==> config.mk <==
export PLATFORM = sky130hd
export DESIGN_NAME = bytewr_split
export DESIGN_NICKNAME = d
export VERILOG_FILES = /design/src/rtl/bytewr_split_pkg.sv /design/src/rtl/bws_merge.sv /design/src/rtl/bws_cursor.sv /design/src/rtl/bytewr_split.sv
export SDC_FILE = /design/constraint.sdc
export NUM_CORES = 1
export LEC_CHECK = 0
export ABC_AREA = 0
export BUFFER_PORTS_ARGS = -buffer_cell sky130_fd_sc_hd__buf_2
export CAP_MARGIN = 20
export CELL_PAD_IN_SITES_DETAIL_PLACEMENT = 1
export CELL_PAD_IN_SITES_GLOBAL_PLACEMENT = 2
export CORE_AREA = 2 2 127 129
export DETAILED_ROUTE_END_ITERATION = 8
export DIE_AREA = 0 0 129 131
export PLACE_DENSITY_LB_ADDON = 0.1
export SETUP_SLACK_MARGIN = 0.2
export SYNTH_ARGS = -nofsm -noshare
export SYNTH_HDL_FRONTEND = slang
export SYNTH_SLANG_ARGS = --single-unit
==> constraint.sdc <==
create_clock -name clk -period 3.2 [get_ports clk]
set_clock_uncertainty 0.05 [all_clocks]
set_input_delay 0.16 -clock clk [delete_from_list [all_inputs] [get_ports clk]]
set_output_delay 0.16 -clock clk [all_outputs]
set_load 0.02 [all_outputs]
==> src/rtl/bytewr_split_pkg.sv <==
package bytewr_split_pkg;

  typedef enum logic [2:0] {
    ST_IDLE   = 3'd0,
    ST_TAKE   = 3'd1,
    ST_TAKE2  = 3'd2,
    ST_RDISS  = 3'd3,
    ST_RDWAIT = 3'd4,
    ST_WRITE  = 3'd5
  } split_state_t;

  typedef struct packed {
    logic [7:0] value;
    logic       upper;
  } lone_byte_t;

endpackage

==> src/rtl/bws_merge.sv <==
module bws_merge (
  input  logic [7:0]  new_byte,
  input  logic        upper,
  input  logic [15:0] old_hw,
  output logic [15:0] merged
);

  always_comb begin
    if (upper) begin
      merged = {new_byte, old_hw[7:0]};
    end else begin
      merged = {old_hw[15:8], new_byte};
    end
  end

endmodule

==> src/rtl/bws_cursor.sv <==
module bws_cursor #(
  parameter int AW = 16,
  parameter int LW = 16
) (
  input  logic          clk,
  input  logic          rst,
  input  logic          load,
  input  logic [AW-1:0] load_addr,
  input  logic [LW-1:0] load_len,
  input  logic          step,
  input  logic [1:0]    step_size,
  output logic [AW-1:0] cur_addr,
  output logic [LW-1:0] remaining,
  output logic          odd_pos,
  output logic          one_left,
  output logic          last_step
);

  localparam logic [LW-1:0] ONE = LW'(1);

  always_ff @(posedge clk) begin
    if (rst) begin
      cur_addr  <= '0;
      remaining <= '0;
    end else if (load) begin
      cur_addr  <= load_addr;
      remaining <= load_len;
    end else if (step) begin
      cur_addr  <= cur_addr + AW'(step_size);
      remaining <= remaining - LW'(step_size);
    end
  end

  assign odd_pos   = cur_addr[0];
  assign one_left  = (remaining == ONE);
  assign last_step = (remaining == LW'(step_size));

endmodule

==> src/rtl/bytewr_split.sv <==
module bytewr_split
  import bytewr_split_pkg::*;
#(
  parameter int AW = 16,
  parameter int LW = 16
) (
  input  logic          clk,
  input  logic          rst,
  input  logic          start,
  input  logic [AW-1:0] start_addr,
  input  logic [LW-1:0] start_len,
  output logic          busy,
  output logic          xfer_done,
  input  logic          in_valid,
  input  logic [7:0]    in_data,
  output logic          in_ready,
  output logic          wr_req,
  output logic [AW-1:0] wr_addr,
  output logic [15:0]   wr_data,
  input  logic          wr_done,
  output logic          rd_en,
  output logic [AW-1:0] rd_addr,
  input  logic [15:0]   rd_data
);

  split_state_t state;
  lone_byte_t   lone;
  logic [7:0]   pair_lo;
  logic [1:0]   pend_size;

  logic          cur_load;
  logic          cur_step;
  logic [AW-1:0] cur_addr;
  logic [LW-1:0] remaining;
  logic          odd_pos;
  logic          one_left;
  logic          last_step;
  logic [15:0]   merged;
  logic [AW-1:0] aligned;
  logic          take_ok;

  assign aligned  = {cur_addr[AW-1:1], 1'b0};
  assign take_ok  = in_valid && in_ready;
  assign cur_load = (state == ST_IDLE) && start;
  assign cur_step = (state == ST_WRITE) && wr_done;
  assign in_ready = (state == ST_TAKE) || (state == ST_TAKE2);
  assign busy     = (state != ST_IDLE);

  bws_cursor #(.AW(AW), .LW(LW)) i_cursor (
    .clk       (clk),
    .rst       (rst),
    .load      (cur_load),
    .load_addr (start_addr),
    .load_len  (start_len),
    .step      (cur_step),
    .step_size (pend_size),
    .cur_addr  (cur_addr),
    .remaining (remaining),
    .odd_pos   (odd_pos),
    .one_left  (one_left),
    .last_step (last_step)
  );

  bws_merge i_merge (
    .new_byte (lone.value),
    .upper    (lone.upper),
    .old_hw   (rd_data),
    .merged   (merged)
  );

  always_ff @(posedge clk) begin
    if (rst) begin
      state     <= ST_IDLE;
      lone      <= '0;
      pair_lo   <= '0;
      pend_size <= 2'd1;
      xfer_done <= 1'b0;
      wr_req    <= 1'b0;
      wr_addr   <= '0;
      wr_data   <= '0;
      rd_en     <= 1'b0;
      rd_addr   <= '0;
    end else begin
      xfer_done <= 1'b0;
      case (state)
        ST_IDLE: begin
          if (start) begin
            if (start_len == '0) begin
              xfer_done <= 1'b1;
            end else begin
              state <= ST_TAKE;
            end
          end
        end
        ST_TAKE: begin
          if (take_ok) begin
            if (odd_pos || one_left) begin
              lone.value <= in_data;
              lone.upper <= odd_pos;
              pend_size  <= 2'd1;
              rd_en      <= 1'b1;
              rd_addr    <= aligned;
              state      <= ST_RDISS;
            end else begin
              pair_lo <= in_data;
              state   <= ST_TAKE2;
            end
          end
        end
        ST_TAKE2: begin
          if (take_ok) begin
            wr_data   <= {in_data, pair_lo};
            wr_addr   <= aligned;
            wr_req    <= 1'b1;
            pend_size <= 2'd2;
            state     <= ST_WRITE;
          end
        end
        ST_RDISS: begin
          rd_en <= 1'b0;
          state <= ST_RDWAIT;
        end
        ST_RDWAIT: begin
          wr_data <= merged;
          wr_addr <= rd_addr;
          wr_req  <= 1'b1;
          state   <= ST_WRITE;
        end
        ST_WRITE: begin
          if (wr_done) begin
            wr_req <= 1'b0;
            if (last_step) begin
              xfer_done <= 1'b1;
              state     <= ST_IDLE;
            end else begin
              state <= ST_TAKE;
            end
          end
        end
        default: state <= ST_IDLE;
      endcase
    end
  end

  // Write address is halfword aligned
  assert_wr_even_R4: assert property (@(posedge clk) disable iff (rst)
    wr_req |-> (wr_addr[0] == 1'b0));

  assert_rd_even_R4: assert property (@(posedge clk) disable iff (rst)
    rd_en |-> (rd_addr[0] == 1'b0));

  // A pending write holds until acknowledged
  assert_wr_hold_R8: assert property (@(posedge clk) disable iff (rst)
    (wr_req && !wr_done) |=> (wr_req && $stable(wr_addr) && $stable(wr_data)));

  assert_no_take_during_write_R8: assert property (@(posedge clk) disable iff (rst)
    wr_req |-> !in_ready);

  // Merge read is a single-cycle pulse
  assert_rd_pulse_R10: assert property (@(posedge clk) disable iff (rst)
    rd_en |=> !rd_en);

  // Done pulse is single-cycle and leaves the block idle
  assert_done_pulse_R9: assert property (@(posedge clk) disable iff (rst)
    xfer_done |-> (!wr_req && !busy) ##1 !xfer_done);

  // Start while busy leaves the cursor untouched
  assert_start_ignored_R1: assert property (@(posedge clk) disable iff (rst)
    (busy && start && !(state == ST_WRITE && wr_done)) |=> $stable(remaining));

endmodule

==> flow_results.org <==
** Run status
- Status :: complete, no violations

** Yosys
- Sequential share of the synthesized area :: 42.0%
- In this run, distinct cell masters in the synthesized netlist total 51.
- After synthesis the netlist holds a flip-flop and latch count of 103.
- For this run, the leading register cell type out of synthesis is sky130_fd_sc_hd__dfxtp_1.
- The Yosys step of the flow raised 0 warnings.
- Avg Inst Size Synth :: 8.60 µm²
- The synthesized design contains 0 enable-type register cells.
- In the synthesized netlist, the number of instances is 571.
- In this run the cell area of the synthesized design comes to 4910 µm².
- Proportion of register bits with asynchronous set or reset after synthesis :: 0%

** Timing
- Worst slew slack as a fraction of its limit :: 34.8%
- The max-slew violation total from the final report came to 0.
- Based on the critical path, the design can be clocked at up to 396 MHz.
- For the finished layout, the period the worst path requires is 2530 ps.
- Dividing the final minimum period by the clock period gives 79.0%.
- Setup violations remaining at the end of the flow were counted as 0.
- Worst hold slack across all endpoints :: 26.9 ps
- Final hold violation count :: 0
- RSZ-0062 raised after global routing :: no
- Slew at the pin closest to its max-slew limit :: 977 ps
- Setup TNS :: 0 ps

** Die
- The die covers 16,900 µm².
- The region available for standard cell placement spans 15,600 µm².
- The floorplan step set the die height to 131 µm.
- The initialized floorplan defines 46 standard-cell rows.
- Once the floorplan was initialized, standard cells occupied 31.5% of the core.
- In this run the count of I/O pins placed on the die edge is 114.
- Horizontal die dimension :: 129 µm

** Power
- Power spread over the standard cell area amounts to 515 nW/µm².
- The clock network burns 39.1% of the power.
- Per report_power, the sequential group accounts for 46.1% of the total.
- Across the VDD grid, the largest voltage drop is 0.291 mV.
- In this run the power spent charging and discharging nets is 0.000867 W.
- Static Leak :: 2.25 nW
- The internal power of the cells totals 0.00222 W.
- Comb pwr share :: 14.8%
- Switching part of the total :: 28.1%

** GRT
- Met2 Track Usage GR :: 30.5%
- Antenna violations before repair :: 0
- Wire length of the first global-routing pass :: 23,900 µm
- Overflow left after global routing :: 0
- Global routing used 18.0% of the available tracks.
- Number of global-route vias before repair :: 4,629
- Most used routing layer :: met2
- In the global route stage, met1 resource usage came out at 23.4%.
- Entering global routing, the biggest net connects 68 pins.
- For met3 alone, demand over resource in global routing was 2.65%.

** Clocking
- After clock tree synthesis, the setup repair step added 0 buffers.
- Root Buffer :: sky130_fd_sc_hd__clkbuf_16
- TritonCTS created 9 clock buffers.
- In this run the deepest clock path goes through 2 buffers.
- TritonCTS clock tree :: built
- Sinks on the clock net :: 103
- Depth of the CTS H-tree :: 3
- Worst-path clk slew :: 70 ps
- Insertion delay to the later sink of the worst-skew pair :: 350 ps
- Resized cells post-CTS :: 0

** Critical path
- Worst R2R Path Depth :: 6
- For the worst setup path, the data required time is 3360 ps.
- Most used cell, CP :: sky130_fd_sc_hd__or4_4
- The worst register-to-register path begins at i_cursor.remaining[8].
- Crit path largest cell delay :: 580 ps
- Worst-path cell chain :: or4_4 -> or4_4 -> o31ai_4 -> buf_4 -> mux2i_1 -> nor2_1
- Type of origin of the critical path :: flop
- Critical-path maximum fanout :: 18
- Reg-to-reg endpoint :: rd_addr[10]
- Among all stages on the critical path, the largest delay is contributed by sky130_fd_sc_hd__or4_4.
- Critical setup path kind :: reg2reg
- STA classifies the critical path endpoint as a flop.
- In this run the register-to-register setup slack is 670 ps.
- Arrival @ worst endpoint :: 2690 ps

** Placement
- The count of buffers added on input and output ports is 111.
- Gp weighted congestion :: 0.813
- Estimated wirelength of the detail-placed design :: 10,600 µm
- After detailed placement, the design holds a cell count of 872.

** Run
- Count of max-cap constraint violations :: 0

** Layout
- After the flow finishes, the layout carries non-filler instances totaling 889.
- The repair_antennas step left the layout with diodes totalling 0.
- The post-route netlist has 22.4% of its cells at a drive strength greater than 1.
- Area delta synth->final :: 22.1%
- In the final design database the tool counted 735 nets.

** Hold path
- Counting instances, the worst hold path has a depth of 3.
- Startpoint of the most critical hold path :: start_len[13]
- The worst hold path belongs to the class in2reg.
- Worst-case hold path end point :: i_cursor.remaining[13]

** Route
- DRT Wirelength :: 14,700 µm
- Dividing the detail-routed wire length by the instance count gives 16.6 µm.
- Remaining design rule violation count :: 0
- The detail route stage leaves a number of antenna-violating nets equal to 0.
- First-pass DRT Iterations :: 4
- Across all layers, the routed design uses 4,496 vias.
- Dividing the detail-routed via count by the number of cells gives 5.06.
- Drt initial violations :: 186
cells by family (layout without fill, tap and decap cells):
group	Yosys count	after routing	share of synthesized area (%)
AO/OA/AOI/OAI	120	120	16.6
XOR/XNOR	8	8	1.43
adder cells (fa/ha/maj)	6	6	1.83
buffers and inverters	52	153	4.99
flip-flops	103	103	42.0
multiplexers	60	60	12.2
other	1	2	0.0763
AND/OR/NAND/NOR	221	221	20.9
cell usage after synthesis (4+ instances only):
library cell,n,area (µm²)
sky130_fd_sc_hd__mux2i_1,60,601
sky130_fd_sc_hd__o21ai_0,7,35.0
sky130_fd_sc_hd__nand3_1,16,80.1
sky130_fd_sc_hd__or3_1,6,37.5
sky130_fd_sc_hd__nor2b_1,5,31.3
sky130_fd_sc_hd__ha_1,4,50.1
sky130_fd_sc_hd__nand4_1,6,37.5
sky130_fd_sc_hd__xor2_1,5,43.8
sky130_fd_sc_hd__inv_1,11,41.3
sky130_fd_sc_hd__nor4_1,12,75.1
sky130_fd_sc_hd__a221oi_1,4,35.0
sky130_fd_sc_hd__a21oi_1,35,175
sky130_fd_sc_hd__dfxtp_1,103,2060
sky130_fd_sc_hd__clkbuf_1,34,128
sky130_fd_sc_hd__a211oi_1,23,173
sky130_fd_sc_hd__nor2_1,82,308
sky130_fd_sc_hd__nor3_1,14,70.1
sky130_fd_sc_hd__o211ai_1,21,158
sky130_fd_sc_hd__a31oi_1,10,62.6
sky130_fd_sc_hd__nand2_1,61,229
sky130_fd_sc_hd__a32oi_1,5,43.8
metrics by stage:
| stage | util (%) | cell area (µm²) | setup slack (ps) | total power, W |
|---|---|---|---|---|
| after floorplan | - | 4920 | 800 | 0.00174 |
| after CTS | 38.5 | 6000 | 656 | 0.00313 |
| final | 38.5 | 6000 | 672 | 0.00309 |
| after global routing | 38.5 | 6000 | 441 | 0.00324 |
| after global placement | 36.3 | 5670 | 712 | 0.00190 |
| after detailed placement | 36.3 | 5670 | 674 | 0.00191 |
flip-flops by register name, indices dropped and copies added (netlist names):
signal,cells
i_cursor.cur_addr,16
i_cursor.remaining,16
lone,9
pair_lo,8
pend_size,2
rd_addr,15
rd_en,1
state,3
wr_addr,15
wr_data,16
wr_req,1
xfer_done,1
worst max-delay path, delay by kind of cell (launching register included):
family / cells / cell delay (ps)
flops: 1 / 360
mux: 1 / 220
simple gates: 3 / 1110
buf+inv: 1 / 340
compound gates: 1 / 280
metal layers:
metal | vias up | part of all wire, %
met3 | 18 | 2.8
met2 | 81 | 48
met5 | - | 0
met1 | 2139 | 48
li1 | 2258 | -
met4 | 0 | 1.9
worst max path at each step:
stage                     startpoint  depth (start not counted)  slack [ps]                     end
5_1_grt                     state[0]                          6         440  i_cursor.remaining[10]
3_5_place_dp   i_cursor.remaining[8]                          6         670             rd_addr[10]
6_report       i_cursor.remaining[8]                          6         670             rd_addr[10]
3_3_place_gp   i_cursor.remaining[8]                          6         710              rd_addr[8]
4_1_cts        i_cursor.remaining[8]                          6         660              rd_addr[1]
2_1_floorplan   i_cursor.cur_addr[0]                          7         800   i_cursor.cur_addr[10]
power by group through the flow:
stage | logic (W) | clock network (W) | registers, W
floorplan | 0.000293 | 0 | 0.00145
CTS | 0.000464 | 0.00124 | 0.00142
detailed placement | 0.000462 | 0 | 0.00145
global route | 0.000515 | 0.00129 | 0.00144
finish | 0.000457 | 0.00121 | 0.00142
global placement | 0.000454 | 0 | 0.00145
what timing repair did:
item,4_1_cts,5_1_grt
endpoints found under the hold margin,1,0
setup endpoints to repair,0,0
hold buffers,1,0
area by class of cell:
type,instances,area [µm²]
clock buffers,10,229
clock inverters,6,93.8
fillers,1870,9600
inverters,11,41.3
multi-input cells,417,2630
flip-flops and latches,103,2060
well taps,216,270
repair buffers,126,673
placed cells by master, fill, tap and decap left out, types with 6 or more instances in the layout:
cell,instances
sky130_fd_sc_hd__nand4_1,6
sky130_fd_sc_hd__o211ai_1,21
sky130_fd_sc_hd__a211oi_1,23
sky130_fd_sc_hd__buf_4,15
sky130_fd_sc_hd__a31oi_1,10
sky130_fd_sc_hd__dfxtp_1,103
sky130_fd_sc_hd__clkbuf_16,9
sky130_fd_sc_hd__nand3_1,16
sky130_fd_sc_hd__inv_1,11
sky130_fd_sc_hd__buf_2,110
sky130_fd_sc_hd__or3_1,6
sky130_fd_sc_hd__nor4_1,12
sky130_fd_sc_hd__nand2_1,61
sky130_fd_sc_hd__nor2_1,81
sky130_fd_sc_hd__o21ai_0,7
sky130_fd_sc_hd__nor3_1,14
sky130_fd_sc_hd__a21oi_1,35
sky130_fd_sc_hd__mux2i_1,60
No activity file was read; power rests on OpenSTA's default activity.
